<file path="src/rtl/eccfix_pkg.sv">
package eccfix_pkg;

  localparam int ECC_W  = 32;
  localparam int HALF_W = 12;
  localparam int BIT_W  = 3;
  localparam int OFF_W  = HALF_W - BIT_W;

  typedef enum logic [2:0] {
    SC_ERASED,
    SC_CLEAN,
    SC_ECCBIT,
    SC_DATABIT,
    SC_BAD
  } sect_class_e;

  typedef enum logic [2:0] {
    CS_IDLE,
    CS_EVAL,
    CS_READ,
    CS_WRITE,
    CS_DONE
  } ctrl_state_e;

  localparam logic [1:0] PG_OK    = 2'd0;
  localparam logic [1:0] PG_FIXED = 2'd1;
  localparam logic [1:0] PG_FAIL  = 2'd2;

endpackage

</file>
<file path="src/rtl/eccfix_wordsel.sv">
module eccfix_wordsel #(
  parameter int NUM_SECT = 4,
  parameter int W        = 32,
  parameter int IDX_W    = 2
) (
  input  logic [NUM_SECT*W-1:0] flat_i,
  input  logic [IDX_W-1:0]      idx_i,
  output logic [W-1:0]          word_o
);

  logic [W-1:0] words [NUM_SECT];

  for (genvar g = 0; g < NUM_SECT; g++) begin : g_unpack
    assign words[g] = flat_i[g*W +: W];
  end

  assign word_o = words[idx_i];

endmodule

</file>
<file path="src/rtl/eccfix_classify.sv">
module eccfix_classify
  import eccfix_pkg::*;
(
  input  logic [ECC_W-1:0] stored_i,
  input  logic [ECC_W-1:0] calc_i,
  output sect_class_e      cls_o,
  output logic [OFF_W-1:0] byte_o,
  output logic [BIT_W-1:0] bit_o
);

  logic [ECC_W-1:0]  syn;
  logic [HALF_W-1:0] half_p;
  logic [HALF_W-1:0] half_q;
  logic              erased;
  logic              single;

  assign syn    = stored_i ^ calc_i;
  assign half_p = {syn[19:16], syn[31:24]};
  assign half_q = {syn[3:0], syn[15:8]};
  assign erased = &stored_i;
  assign single = ((syn & (syn - ECC_W'(1))) == '0);

  always_comb begin
    if (erased)                                cls_o = SC_ERASED;
    else if (syn == '0)                        cls_o = SC_CLEAN;
    else if (single)                           cls_o = SC_ECCBIT;
    else if ((half_p ^ half_q) == {HALF_W{1'b1}}) cls_o = SC_DATABIT;
    else                                       cls_o = SC_BAD;
  end

  assign byte_o = half_q[HALF_W-1:BIT_W];
  assign bit_o  = half_q[BIT_W-1:0];

endmodule

</file>
<file path="src/rtl/eccfix_ctrl.sv">
module eccfix_ctrl
  import eccfix_pkg::*;
#(
  parameter int NUM_SECT = 4,
  parameter int IDX_W    = 2,
  parameter int CNT_W    = 3,
  parameter int ADDR_W   = 11
) (
  input  logic              clk,
  input  logic              rst_n,
  input  logic              start_i,
  input  sect_class_e       cls_i,
  input  logic [OFF_W-1:0]  byte_i,
  input  logic [BIT_W-1:0]  bit_i,
  input  logic [7:0]        rdata_i,
  output logic [IDX_W-1:0]  idx_o,
  output logic [ADDR_W-1:0] addr_o,
  output logic              rd_o,
  output logic              wr_o,
  output logic [7:0]        wdata_o,
  output logic              done_o,
  output logic [1:0]        status_o,
  output logic [CNT_W-1:0]  fix_cnt_o,
  output logic [CNT_W-1:0]  bad_cnt_o
);

  localparam logic [IDX_W-1:0] LAST_IDX = IDX_W'(NUM_SECT - 1);

  ctrl_state_e       state_q, state_d;
  logic [IDX_W-1:0]  idx_q, idx_d;
  logic [CNT_W-1:0]  fix_q, fix_d;
  logic [CNT_W-1:0]  bad_q, bad_d;
  logic [ADDR_W-1:0] addr_q, addr_d;
  logic [7:0]        mask_q, mask_d;
  logic              last;
  logic              en;

  assign last = (idx_q == LAST_IDX);
  assign en   = (state_q != CS_IDLE) || start_i;

  always_comb begin
    state_d = state_q;
    idx_d   = idx_q;
    fix_d   = fix_q;
    bad_d   = bad_q;
    addr_d  = addr_q;
    mask_d  = mask_q;
    unique case (state_q)
      CS_IDLE: begin
        if (start_i) begin
          state_d = CS_EVAL;
          idx_d   = '0;
          fix_d   = '0;
          bad_d   = '0;
        end
      end
      CS_EVAL: begin
        case (cls_i)
          SC_ECCBIT: fix_d = fix_q + CNT_W'(1);
          SC_DATABIT: begin
            fix_d  = fix_q + CNT_W'(1);
            addr_d = {idx_q, byte_i};
            mask_d = 8'(1) << bit_i;
          end
          SC_BAD: bad_d = bad_q + CNT_W'(1);
          default: ;
        endcase
        if (cls_i == SC_DATABIT) state_d = CS_READ;
        else if (last)           state_d = CS_DONE;
        else                     idx_d   = idx_q + IDX_W'(1);
      end
      CS_READ: state_d = CS_WRITE;
      CS_WRITE: begin
        if (last) state_d = CS_DONE;
        else begin
          state_d = CS_EVAL;
          idx_d   = idx_q + IDX_W'(1);
        end
      end
      CS_DONE: state_d = CS_IDLE;
      default: state_d = CS_IDLE;
    endcase
  end

  always_ff @(posedge clk or negedge rst_n) begin
    if (!rst_n) begin
      state_q <= CS_IDLE;
      idx_q   <= '0;
      fix_q   <= '0;
      bad_q   <= '0;
      addr_q  <= '0;
      mask_q  <= '0;
    end else if (en) begin
      state_q <= state_d;
      idx_q   <= idx_d;
      fix_q   <= fix_d;
      bad_q   <= bad_d;
      addr_q  <= addr_d;
      mask_q  <= mask_d;
    end
  end

  assign idx_o     = idx_q;
  assign addr_o    = addr_q;
  assign rd_o      = (state_q == CS_READ);
  assign wr_o      = (state_q == CS_WRITE);
  assign wdata_o   = rdata_i ^ mask_q;
  assign done_o    = (state_q == CS_DONE);
  assign fix_cnt_o = fix_q;
  assign bad_cnt_o = bad_q;

  always_comb begin
    if (bad_q != '0)      status_o = PG_FAIL;
    else if (fix_q != '0) status_o = PG_FIXED;
    else                  status_o = PG_OK;
  end

endmodule

</file>
<file path="src/rtl/ecc_sector_fixer.sv">
module ecc_sector_fixer
  import eccfix_pkg::*;
#(
  parameter int NUM_SECT = 4,
  localparam int IDX_W   = $clog2(NUM_SECT),
  localparam int ADDR_W  = IDX_W + OFF_W,
  localparam int CNT_W   = $clog2(NUM_SECT + 1)
) (
  input  logic                      clk,
  input  logic                      rst_n,
  input  logic                      start_i,
  input  logic [NUM_SECT*ECC_W-1:0] stored_ecc_i,
  input  logic [NUM_SECT*ECC_W-1:0] calc_ecc_i,
  output logic [ADDR_W-1:0]         buf_addr_o,
  output logic                      buf_rd_o,
  input  logic [7:0]                buf_rdata_i,
  output logic                      buf_wr_o,
  output logic [7:0]                buf_wdata_o,
  output logic                      done_o,
  output logic [1:0]                status_o,
  output logic [CNT_W-1:0]          fix_cnt_o,
  output logic [CNT_W-1:0]          bad_cnt_o
);

  logic [IDX_W-1:0] idx;
  logic [ECC_W-1:0] cur_stored;
  logic [ECC_W-1:0] cur_calc;
  sect_class_e      cls;
  logic [OFF_W-1:0] byte_off;
  logic [BIT_W-1:0] bit_sel;

  eccfix_wordsel #(.NUM_SECT(NUM_SECT), .W(ECC_W), .IDX_W(IDX_W)) u_sel_stored (
    .flat_i (stored_ecc_i),
    .idx_i  (idx),
    .word_o (cur_stored)
  );

  eccfix_wordsel #(.NUM_SECT(NUM_SECT), .W(ECC_W), .IDX_W(IDX_W)) u_sel_calc (
    .flat_i (calc_ecc_i),
    .idx_i  (idx),
    .word_o (cur_calc)
  );

  eccfix_classify u_classify (
    .stored_i (cur_stored),
    .calc_i   (cur_calc),
    .cls_o    (cls),
    .byte_o   (byte_off),
    .bit_o    (bit_sel)
  );

  eccfix_ctrl #(
    .NUM_SECT (NUM_SECT),
    .IDX_W    (IDX_W),
    .CNT_W    (CNT_W),
    .ADDR_W   (ADDR_W)
  ) u_ctrl (
    .clk       (clk),
    .rst_n     (rst_n),
    .start_i   (start_i),
    .cls_i     (cls),
    .byte_i    (byte_off),
    .bit_i     (bit_sel),
    .rdata_i   (buf_rdata_i),
    .idx_o     (idx),
    .addr_o    (buf_addr_o),
    .rd_o      (buf_rd_o),
    .wr_o      (buf_wr_o),
    .wdata_o   (buf_wdata_o),
    .done_o    (done_o),
    .status_o  (status_o),
    .fix_cnt_o (fix_cnt_o),
    .bad_cnt_o (bad_cnt_o)
  );

endmodule

</file>
<file path="config.mk">
export PLATFORM = sky130hd
export DESIGN_NAME = ecc_sector_fixer
export DESIGN_NICKNAME = d
export VERILOG_FILES = /design/src/rtl/eccfix_pkg.sv /design/src/rtl/eccfix_wordsel.sv /design/src/rtl/eccfix_classify.sv /design/src/rtl/eccfix_ctrl.sv /design/src/rtl/ecc_sector_fixer.sv
export SDC_FILE = /design/constraint.sdc
export NUM_CORES = 1
export LEC_CHECK = 0
export ABC_AREA = 1
export BUFFER_PORTS_ARGS = -buffer_cell sky130_fd_sc_hd__buf_4
export CAP_MARGIN = 0
export CELL_PAD_IN_SITES_DETAIL_PLACEMENT = 1
export CELL_PAD_IN_SITES_GLOBAL_PLACEMENT = 2
export CORE_MARGIN = 10
export CORE_UTILIZATION = 22
export CTS_BUF_LIST = sky130_fd_sc_hd__clkbuf_4 sky130_fd_sc_hd__clkbuf_8 sky130_fd_sc_hd__clkbuf_16
export DETAILED_ROUTE_END_ITERATION = 8
export PLACE_DENSITY = 0.82
export SKIP_LAST_GASP = 1
export SYNTH_ARGS = -nofsm -noshare
export SYNTH_HDL_FRONTEND = slang
export SYNTH_SLANG_ARGS = --single-unit
</file>
<file path="constraint.sdc">
create_clock -name clk -period 5.6 [get_ports clk]
set_input_delay 0.28 -clock clk [delete_from_list [all_inputs] [get_ports clk]]
set_output_delay 0.28 -clock clk [all_outputs]
set_load 0.005 [all_outputs]
</file>
==> metrics, run 1 <==
Die X=187 µm; final setup violation count=0; worst-path cell chain=buf_4, nand2_1, nand2_1, nand2_1, nand2_1, nand2_1, nand2_1, nand2_1, nor2_1, nand2_1, nor2_1, nand3_1, nand4_1, nand2_1, a21oi_1, a21oi_1; vias in the first global route=9097; Final HPWL DP=around 25000 µm; Clock Pin Slew Worst Setup and Hold Paths=0.05 ns; 1st-iter DRT viols=352; standard-cell rows=61; Initial Util=22.2%; grt total ovfl=0; Max-Cap Viols=0; Cells after Synth=1286; final slew viol count=0; DRC errors left=0; CTS root buf=clkbuf_16; Tmin final=4.07 ns; Post-Synthesis Cell Area=6120 µm²; Arr. time, crit path=4.19 ns; Synth cell types=32; worst-margin pin slew=0.945 ns; Final GP Congestion=between 0.8 and 0.9; PostCTS Resize Cnt=0; later-pin clock latency in the skew report=between 0.2 and 0.3 ns; Top delay family on crit path=simple AND/OR/NAND/NOR gates; Final Cycle Share=72.6%; Area Growth Syn to Fin=42.1%; Finished Cell Area=around 8700 µm²; Die Y=187 µm; gr usage total=roughly 16%; first-pass GRT wire length=47900 µm; register area=roughly 760 µm²; Tot Pwr=4.52 mW; CTS tree=done; Leak=5.10 nW; CTS Buffer Depth=2; CP dominant cell by count=nand2_1; Max Clk Rate=246 MHz; cell area after placement=8540 µm²; YS warnings=0; CP endpoint kind=register; Seq/Total Area, Yosys=approximately an eighth; Syn Nets=~1600; Hold Vio Cnt, Final=0; Synth Register Bits=30; Worst setup SP type=register; unrepaired setup endpoints after global routing=false; Vias/cell=4.48; worst clock skew=0.00584 ns; Hold Crit Class=in -> reg; critical-path maximum fanout=86; worst vdd ir=roughly 180 µV; pin count of the biggest net entering global routing=87; antenna violations before repair=0; Crit Path Class=reg -> reg; DRT Pass-1 Iters=4; most common cell after layout, fill and taps aside=nand2_1; Crit-path slowest cell=dfrtp_4; outcome=completed; # diodes=0; WP buf/inv=1; Setup TNS=0 ns; CP peak stage delay=0.80 ns; Routed wire per std cell=about 16 µm; # IOs=297; # port buffers=around 300; H-tree Lvls=2; Core Area=27600 µm²; layout cells sized above 1=21.4%; drt total wl=30100 µm; Pwr per Cell Area=519 nW/µm²; postcts setup bufs=0; via count=8586; Multi-input gate area=4780 µm²; TritonCTS Buffers=5; syn avg cell area=around 4.8 µm²; die area=34900 µm²; clk sinks=30; nets=1811; commonest cells after routing, fill and taps aside=nand2_1 (808), buf_4 (299), nand3_1 (151); Detail Route Antenna Nets=0; Fill cells=just under 4000; WP data required=5.72 ns; relative slew slack=37.0%
-- registers in the layout, summed over array words and instances, names as in the netlist --
name	count
u_ctrl.addr_o	11
u_ctrl.mask_q	8
u_ctrl.bad_cnt_o	3
u_ctrl.fix_cnt_o	3
u_ctrl.state_q	3
u_ctrl.idx_o	2
-- report_power, final --
group	internal (mW)	total (mW)	leakage, nW	switching [mW]
registers	0.269	0.401	0.407	0.132
logic	1.20	3.85	4.62	2.65
clock network	0.175	0.268	0.0729	0.0922
total	1.64	4.52	5.10	2.87
-- timing repair --
action / CTS / global route
setup endpoints to repair: 0 / 0
hold endpoints to repair: 30 / 0
hold buffers: 1 / 0
-- cell usage after synthesis --
| cell | count | area [µm²] |
|---|---|---|
| a211oi_1 | 1 | 7.51 |
| a21oi_1 | 8 | 40.0 |
| and2_1 | 2 | 12.5 |
| buf_1 | 4 | 15.0 |
| buf_2 | 26 | 130 |
| buf_4 | 13 | 97.6 |
| buf_6 | 6 | 67.6 |
| clkbuf_1 | 6 | 22.5 |
| dfrtp_1 | 30 | 751 |
| ha_1 | 5 | 62.6 |
| inv_1 | 64 | 240 |
| inv_2 | 2 | 7.51 |
| inv_4 | 1 | 6.26 |
| nand2_1 | 808 | 3030 |
| nand2_2 | 7 | 43.8 |
| nand3_1 | 151 | 756 |
| nand3_2 | 2 | 20.0 |
| nand3b_1 | 1 | 7.51 |
| nand4_1 | 10 | 62.6 |
| nor2_1 | 65 | 244 |
| nor2_2 | 4 | 25.0 |
| nor2_4 | 2 | 22.5 |
| nor3_1 | 11 | 55.1 |
| nor3_2 | 1 | 10.0 |
| nor4_1 | 4 | 25.0 |
| o21ai_0 | 9 | 45.0 |
| o21ai_1 | 14 | 70.1 |
| o21bai_1 | 4 | 30.0 |
| o22ai_1 | 1 | 6.26 |
| o31ai_1 | 3 | 22.5 |
| xnor2_1 | 13 | 114 |
| xor2_1 | 8 | 70.1 |
-- worst reg2reg max path, stage by stage (launching register included) --
cell	delay [ns]
dfrtp_4	0.80
buf_4	0.79
nand2_1	0.18
nand2_1	0.11
nand2_1	0.05
nand2_1	0.13
nand2_1	0.06
nand2_1	0.25
nand2_1	0.13
nor2_1	0.19
nand2_1	0.12
nor2_1	0.15
nand3_1	0.12
nand4_1	0.38
nand2_1	0.20
a21oi_1	0.19
a21oi_1	0.06
-- final timing paths --
kind	cells past startpoint	slack, ns	endpoint	startpoint
max	16	1.53	u_ctrl.idx_o[0]	u_ctrl.idx_o[0]
min in group asynchronous	2	0.49	u_ctrl.addr_o[10]	rst_n
max in group asynchronous	2	4.80	u_ctrl.idx_o[1]	rst_n
min	3	0.42	u_ctrl.state_q[0]	start_i
max reg2reg	16	1.53	u_ctrl.idx_o[0]	u_ctrl.idx_o[0]
min reg2reg	2	0.49	u_ctrl.addr_o[8]	u_ctrl.addr_o[8]
-- per-stage QoR --
stage / std cells / worst slack, ns / util, % / hold WS (ns)
2_1_floorplan: 1286 / 3.21 / - / -0.0156
3_3_place_gp: 1909 / 1.50 / 30.9 / 0.232
3_5_place_dp: 1909 / 1.44 / 30.9 / 0.233
4_1_cts: 1918 / 1.43 / 31.5 / 0.402
5_1_grt: 1918 / 1.03 / 31.5 / 0.443
6_report: 1918 / 1.53 / 31.5 / 0.418
-- routing by layer --
layer	GRT usage [%]	vias to the layer above	wire (µm)
met5	0	-	0
met2	28.5	210	14100
li1	-	4495	-
met3	4.62	10	2100
met1	20.4	3871	13700
met4	0.993	0	119
-- final cells by class --
type / count / area share (%)
multi-input combinational: 1134 / 55.0
timing repair buffer: 301 / 26.2
sequential: 30 / 8.72
tap: 378 / 5.44
inverter: 67 / 2.95
clock buffer: 6 / 1.60
clock inverter: 2 / 0.144
-- kinds of logic after synthesis --
logic type / Yosys count / share of synthesized area, %
AND/OR/NAND/NOR: 1068 / 70.5
buffers and inverters: 122 / 9.58
adder cells (fa/ha/maj): 5 / 1.02
flip-flops: 30 / 12.3
XOR/XNOR: 21 / 3.00
AO/OA/AOI/OAI: 40 / 3.62
Power figures use the tool's default switching activity.
==> run 2: changes to the inputs <==
--- a/config.mk
+++ b/config.mk
@@ -5,16 +5,16 @@
 export SDC_FILE = /design/constraint.sdc
 export NUM_CORES = 1
 export LEC_CHECK = 0
-export ABC_AREA = 1
+export ABC_AREA = 0
 export BUFFER_PORTS_ARGS = -buffer_cell sky130_fd_sc_hd__buf_4
 export CAP_MARGIN = 0
 export CELL_PAD_IN_SITES_DETAIL_PLACEMENT = 1
 export CELL_PAD_IN_SITES_GLOBAL_PLACEMENT = 2
 export CORE_MARGIN = 10
-export CORE_UTILIZATION = 22
+export CORE_UTILIZATION = 23
 export CTS_BUF_LIST = sky130_fd_sc_hd__clkbuf_4 sky130_fd_sc_hd__clkbuf_8 sky130_fd_sc_hd__clkbuf_16
 export DETAILED_ROUTE_END_ITERATION = 8
-export PLACE_DENSITY = 0.82
+export PLACE_DENSITY = 0.77
 export SKIP_LAST_GASP = 1
 export SYNTH_ARGS = -nofsm -noshare
 export SYNTH_HDL_FRONTEND = slang
==> constraint.sdc (replaced) <==
create_clock -name clk -period 3.75 [get_ports clk]
set_input_delay 0.1875 -clock clk [delete_from_list [all_inputs] [get_ports clk]]
set_output_delay 0.1875 -clock clk [all_outputs]
set_load 0.005 [all_outputs]
==> metrics, run 2 <==
Synth Area in Compound Gates=5.12% (was 3.62%); grt total ovfl=0 (unchanged); vias in the first global route=5465 (was 9097); Tmin final=3.63 ns (was 4.07 ns); Crit. Startpoint=u_ctrl.idx_o[0] (unchanged); post-place setup slack=-0.123 ns (was 1.44 ns); Die X=152 µm (was 187 µm); synth top area cells=mux4_2 (34%), dfrtp_1 (19%), xor2_1 (9.6%) (was nand2_1 (50%), nand3_1 (12%), dfrtp_1 (12%)); number of synthesized flops with an enable pin=0 (unchanged); proportion of synthesized area in mux cells=42.7% (was 0%); Cells after Synth=338 (was 1286); 1st-iter DRT viols=146 (was 352); CTS root buf=clkbuf_16 (unchanged); FF-to-FF setup slack=0.12 ns (was 1.53 ns); DRT Pass-1 Iters=6 (was 4); Core Area=17200 µm² (was 27600 µm²); final slew viol count=0 (unchanged); Die Y=152 µm (was 187 µm); antenna violations before repair=1 (was 0); Max Clk Rate=275 MHz (was 246 MHz); worst hold endpoint=u_ctrl.state_q[0] (unchanged); relative slew slack=67.2% (was 37.0%); YS warnings=0 (unchanged); hold slack=0.200 ns (was 0.418 ns); syn avg cell area=11.9 µm² (was 4.76 µm²); clk sinks=30 (unchanged); Post-Synthesis Cell Area=4030 µm² (was 6120 µm²); Synth cell types=59 (was 32); TritonCTS Buffers=5 (unchanged); layout cells sized above 1=72.2% (was 21.4%); pin count of the biggest net entering global routing=34 (was 87); Hold Path Origin=start_i (unchanged); worst vdd ir=263 µV (was 178 µV); outcome=completed (unchanged); Worst setup SP type=register (unchanged); Initial Util=23.4% (was 22.2%); via count=4481 (was 8586); Post-synth top cells=mux4_2 (60), xor2_1 (44), dfrtp_1 (30), nor2_1 (22), mux2_2 (19) (was nand2_1 (808), nand3_1 (151), nor2_1 (65), inv_1 (64), dfrtp_1 (30)); Routed wire per std cell=23.1 µm (was 15.7 µm); Hold Vio Cnt, Final=0 (unchanged); Synth area leader=mux4_2 (was nand2_1); Final HPWL DP=19300 µm (was 25200 µm); final setup violation count=0 (unchanged); later-pin clock latency in the skew report=0.28 ns (was 0.27 ns); worst-margin pin slew=0.485 ns (was 0.945 ns); Detail Route Antenna Nets=0 (unchanged); Setup TNS=0 ns (unchanged); Final Worst Setup Slack=0.118 ns (was 1.53 ns); R2R cell count=12 (was 16); Area Growth Syn to Fin=84.5% (was 42.1%); # IOs=297 (unchanged); gr usage total=17.5% (was 16.4%); Post-synth top flop=dfrtp_1 (unchanged); Max-Cap Viols=0 (unchanged); Hold Crit Class=in -> reg (unchanged); Final GP Congestion=0.845 (was 0.825); xor-xnor portion of the synthesized cell area=11.7% (was 3.00%); WP data required=3.95 ns (was 5.72 ns); Syn Nets=610 (was 1558); Synth Register Bits=30 (unchanged); post-synth top area share=33.5% (was 49.5%); DRC errors left=0 (unchanged); Synth Area in Simple Gates=15.0% (was 70.5%); unrepaired setup endpoints after global routing=true (was false); commonest cells after routing, fill and taps aside=buf_4 (354), mux4_2 (64), xor2_1 (37) (was nand2_1 (808), buf_4 (299), nand3_1 (151)); nets=969 (was 1811); most common cell after layout, fill and taps aside=buf_4 (was nand2_1); Final Cycle Share=96.8% (was 72.6%); Arr. time, crit path=3.83 ns (was 4.19 ns); worst hold path stage count=3 (unchanged); worst clock skew=0.00900 ns (was 0.00584 ns); Seq/Total Area, Yosys=18.6% (was 12.3%); max FFs per register=11 (unchanged); die area=23200 µm² (was 34900 µm²); first-pass GRT wire length=32000 µm (was 47900 µm); cell area after placement=6910 µm² (was 8540 µm²); Crit Path Class=reg -> reg (unchanged); Clock Pin Slew Worst Setup and Hold Paths=0.06 ns (was 0.05 ns); Leak=3.43 nW (was 5.10 nW); count leader, synth=mux4_2 (was nand2_1); R2R Path Start=u_ctrl.idx_o[0] (unchanged); CTS tree=done (unchanged); Pwr per Cell Area=777 nW/µm² (was 519 nW/µm²); critical-path maximum fanout=6 (was 86); CP endpoint kind=register (unchanged); # port buffers=296 (unchanged); drt total wl=21300 µm (was 30100 µm); Finished Cell Area=7440 µm² (was 8700 µm²); FF-to-FF End=u_ctrl.fix_cnt_o[2] (was u_ctrl.idx_o[0]); Post-Synth Adder-Cell Area=2.05% (was 1.02%); CTS Buffer Depth=2 (unchanged); largest family of logic cells by synthesized area=multiplexers (was simple AND/OR/NAND/NOR gates); Vias/cell=4.85 (was 4.48); H-tree Lvls=2 (unchanged); ys async rst share=100% (unchanged); standard-cell rows=48 (was 61)
[run 2: cell count changes in the layout (fill, tap and decap cells not counted), sizes merged, moves of 5 or more]
cell    delta
o21ai     -20
buf       +69
mux4      +64
nand2    -800
nor2      -49
xor2      +36
nand3    -147
inv       -58
nand2b     +5
mux2      +20
[run 2: cell type report]
| class | instances | area (µm²) |
|---|---|---|
| Fill cell | 1924 | 9800 |
| Clock buffer | 7 | 146 |
| Inverter | 9 | 33.8 |
| Tap cell | 225 | 282 |
| Antenna cell | 1 | 2.50 |
| Timing Repair Buffer | 370 | 2910 |
| Multi-Input combinational cell | 281 | 3310 |
| Sequential cell | 30 | 756 |
| Clock inverter | 1 | 5.00 |
[run 2: logic make-up (layout without fill, tap and decap cells)]
| logic type | count (synthesis) | in the layout |
|---|---|---|
| AOI/OAI and AO/OA | 29 | 29 |
| xor gates and xnor gates | 53 | 53 |
| adders and majority gates | 7 | 7 |
| buffers and inverters | 27 | 387 |
| DFF | 30 | 30 |
| muxes | 88 | 88 |
| other | 0 | 1 |
| and+or+nand+nor | 104 | 104 |
[run 2: per-stage QoR]
stage | power (mW) | util, % | instances
final | 5.78 | 43.2 | 924
after global routing | 6.20 | 43.2 | 924
after CTS | 5.41 | 41.5 | 917
after detailed placement | 4.85 | 40.1 | 904
after global placement | 4.79 | 40.1 | 904
after floorplan | 3.02 | - | 338
[run 2: worst max-delay path by stage]
stage,endpoint,slack (ns),depth (start not counted)
finish,u_ctrl.fix_cnt_o[2],0.12,12
global placement,u_ctrl.fix_cnt_o[2],-0.04,12
global route,u_ctrl.fix_cnt_o[2],-0.05,13
floorplan,u_ctrl.fix_cnt_o[2],0.18,13
CTS,u_ctrl.fix_cnt_o[2],0.004,12
detailed placement,u_ctrl.fix_cnt_o[2],-0.12,12
[run 2: routing by layer]
layer / global-route usage [%] / vias to the layer above / part of all wire, % / wire, µm
li1: - / 2063 / - / -
met1: 17.9 / 2204 / 36 / 7570
met2: 32.7 / 182 / 54 / 11500
met3: 5.62 / 32 / 7.3 / 1550
met4: 5.63 / 0 / 3.1 / 662
met5: 0 / - / 0 / 0
[run 2: worst max-delay path: stages (launching register included)]
cell       delay (ns)
dfrtp_4          0.50
buf_12           0.16
buf_8            0.13
mux4_2           0.46
xor2_2           0.21
or3_4            0.40
or3_1            0.32
a22o_1           0.23
a2111oi_4        0.27
o2111a_1         0.25
a21oi_2          0.07
or4_4            0.42
a21oi_2          0.13
[run 2: power by group]
part | switching [mW] | internal (mW)
logic | 2.39 | 2.52
clock network | 0.141 | 0.270
registers | 0.0634 | 0.391
total | 2.60 | 3.18
[run 2: what timing repair did]
item | in CTS | in global routing
hold endpoints to repair | 30 | 0
setup endpoints to repair | 5 | 14
buffers inserted | 4 | 6
gates resized for setup | 12 | 47
hold buffers | 1 | 0
pin swaps | 2 | 18
==> run 3: changes to the inputs <==
--- a/config.mk
+++ b/config.mk
@@ -14,6 +14,7 @@
 export CORE_UTILIZATION = 23
 export CTS_BUF_LIST = sky130_fd_sc_hd__clkbuf_4 sky130_fd_sc_hd__clkbuf_8 sky130_fd_sc_hd__clkbuf_16
 export DETAILED_ROUTE_END_ITERATION = 8
+export GPL_TIMING_DRIVEN = 0
 export PLACE_DENSITY = 0.77
 export SKIP_LAST_GASP = 1
 export SYNTH_ARGS = -nofsm -noshare
==> metrics, run 3 (synthesized netlist as in run 2, its figures left out) <==
outcome=finished, violations left (was completed); failing checks=setup timing; final slew viol count=0 (unchanged); DRT Pass-1 Iters=4 (was 6); standard-cell rows=48 (unchanged); Detail Route Antenna Nets=0 (unchanged); layout cells sized above 1=72.4% (was 72.2%); worst vdd ir=283 µV (was 263 µV); via count=4450 (was 4481); final std cells w/o fill=906 (was 924); Hold Vio Cnt, Final=0 (unchanged); Top delay family on crit path=simple AND/OR/NAND/NOR gates (unchanged); Worst setup SP type=register (unchanged); DRC errors left=0 (unchanged); Max-Cap Viols=0 (unchanged); Clock Pin Slew Worst Setup and Hold Paths=0.05 ns (was 0.06 ns); WP buf/inv=5 (was 2); Final GP Congestion=0.816 (was 0.845); die area=23200 µm² (unchanged); vias in the first global route=5258 (was 5465); nets=951 (was 969); max FFs per register=11 (unchanged); Pwr per Cell Area=745 nW/µm² (was 777 nW/µm²); worst-path cell chain=buf_6, buf_12, buf_12, buf_12, mux4_2, xor2_4, buf_4, nor3_4, and3_1, nand2_1, o32ai_1, o2111a_1, a21oi_4, or4_4, a21oi_2 (was buf_12, buf_8, mux4_2, xor2_2, or3_4, or3_1, a22o_1, a2111oi_4, o2111a_1, a21oi_2, or4_4, a21oi_2); antenna violations before repair=1 (unchanged); Crit Path Class=reg -> reg (unchanged); later-pin clock latency in the skew report=0.27 ns (was 0.28 ns); gr usage total=17.8% (was 17.5%); CTS tree=done (unchanged); Tmin final=3.91 ns (was 3.63 ns); pin count of the biggest net entering global routing=31 (was 34); Leak=3.41 nW (was 3.43 nW); # IOs=297 (unchanged); relative slew slack=50.9% (was 67.2%); clk sinks=30 (unchanged); H-tree Lvls=2 (unchanged); sequential share of power=8.0% (was 7.9%); final setup violation count=5 (was 0); Tot Pwr=5.63 mW (was 5.78 mW); Initial Util=23.4% (unchanged); 1st-iter DRT viols=136 (was 146); Routed wire per std cell=24.2 µm (was 23.1 µm); most common cell after layout, fill and taps aside=buf_4 (unchanged); Final HPWL DP=18900 µm (was 19300 µm); Crit-path slowest cell=mux4_2 (was dfrtp_4); drt total wl=22000 µm (was 21300 µm); unrepaired setup endpoints after global routing=true (unchanged); commonest cells after routing, fill and taps aside=buf_4 (331), mux4_2 (63), xor2_1 (31) (was buf_4 (354), mux4_2 (64), xor2_1 (37)); CTS Buffer Depth=2 (unchanged); Cell Int Power=3.00 mW (was 3.18 mW); WP data required=3.96 ns (was 3.95 ns); Vias/cell=4.91 (was 4.85); worst clock skew=0.00359 ns (was 0.00900 ns); TritonCTS Buffers=5 (unchanged); Fill cells=1900 (was 1924); CP peak stage delay=0.57 ns (was 0.50 ns); Max Clk Rate=256 MHz (was 275 MHz); Arr. time, crit path=4.11 ns (was 3.83 ns); Final Worst Setup Slack=-0.156 ns (was 0.118 ns); CTS root buf=clkbuf_16 (unchanged); Core Area=17200 µm² (unchanged); Comb pwr share=84.8% (was 85.0%); Clk network pwr share=7.2% (was 7.1%); cell area after placement=6540 µm² (was 6910 µm²); Final Cycle Share=104% (was 96.8%); critical-path maximum fanout=7 (was 6); grt total ovfl=0 (unchanged); placed cell count=859 (was 904); # port buffers=296 (unchanged); Hold Crit Class=in -> reg (unchanged); Sw Pwr=2.63 mW (was 2.60 mW); Die X=152 µm (unchanged); CP dominant cell by count=buf_12 (was a21oi_2); first-pass GRT wire length=32300 µm (was 32000 µm); Finished Cell Area=7550 µm² (was 7440 µm²); worst-margin pin slew=0.734 ns (was 0.485 ns); switching share of total power=46.7% (was 44.9%); Area Growth Syn to Fin=87.3% (was 84.5%); CP endpoint kind=register (unchanged); Die Y=152 µm (unchanged)
[run 3: worst paths after layout]
path / slack, ns / to / depth (start not counted) / startpoint
worst max-delay path: -0.16 / u_ctrl.fix_cnt_o[2] / 15 / u_ctrl.idx_o[0]
worst min-delay path: 0.21 / u_ctrl.state_q[0] / 3 / start_i
worst max register to register: -0.16 / u_ctrl.fix_cnt_o[2] / 15 / u_ctrl.idx_o[0]
worst min register to register: 0.51 / u_ctrl.addr_o[6] / 1 / u_ctrl.addr_o[6]
max in group asynchronous: 3.03 / u_ctrl.idx_o[0] / 2 / rst_n
min in group asynchronous: 0.40 / u_ctrl.mask_q[1] / 2 / rst_n
[run 3: cell type report]
cell class	instances	area (µm²)	area share [%]
well taps	225	282	3.73
repair buffers	334	2590	34.2
multi-input cells	281	3520	46.6
plain buffers	18	225	2.98
diodes	1	2.50	0.0331
inverters	9	33.8	0.447
clock buffers	6	139	1.84
clock inverters	2	12.5	0.166
flip-flops and latches	30	752	9.96
[run 3: tightest hold or removal path, delay by kind of cell]
kind / cells / cell delay, ns
buf+inv: 1 / 0.10
simple gates: 1 / 0.09
compound gates: 1 / 0.06
[run 3: stage by stage]
step / utilization (%) / setup slack [ns] / hold slack (ns) / setup TNS, ns
final: 43.8 / -0.156 / 0.207 / -0.423
after global routing: 43.8 / -0.318 / 0.238 / -3.06
after CTS: 42.0 / -0.0770 / 0.213 / -0.0925
after detailed placement: 37.9 / -0.680 / 0.149 / -17.23
after global placement: 37.9 / -0.625 / 0.148 / -14.87
after floorplan: - / 0.181 / -0.108 / 0
[run 3: timing repair]
action                                  in CTS  in global routing
endpoints found under the setup margin      30                 26
pin swaps                                    9                  8
endpoints found under the hold margin       30                  0
resized for setup                           60                 48
hold buffers                                 1                  0
setup buffers                               24                  9
gates cloned                                 2                  2
[run 3: power by group through the flow]
| stage | registers, mW | logic (mW) | clock network, mW |
|---|---|---|---|
| finish | 0.450 | 4.77 | 0.406 |
| global route | 0.460 | 5.13 | 0.432 |
| CTS | 0.446 | 4.51 | 0.410 |
| detailed placement | 0.452 | 3.67 | 0 |
| global placement | 0.446 | 3.60 | 0 |
| floorplan | 0.436 | 2.59 | 0 |
[run 3: metal layers]
layer	vias to the layer above	part of all wire [%]	GRT usage, %
met5	-	0	0
met4	0	1.8	4.45
met3	20	7.3	5.70
met2	180	55	34.0
met1	2217	36	18.3
li1	2033	-	-
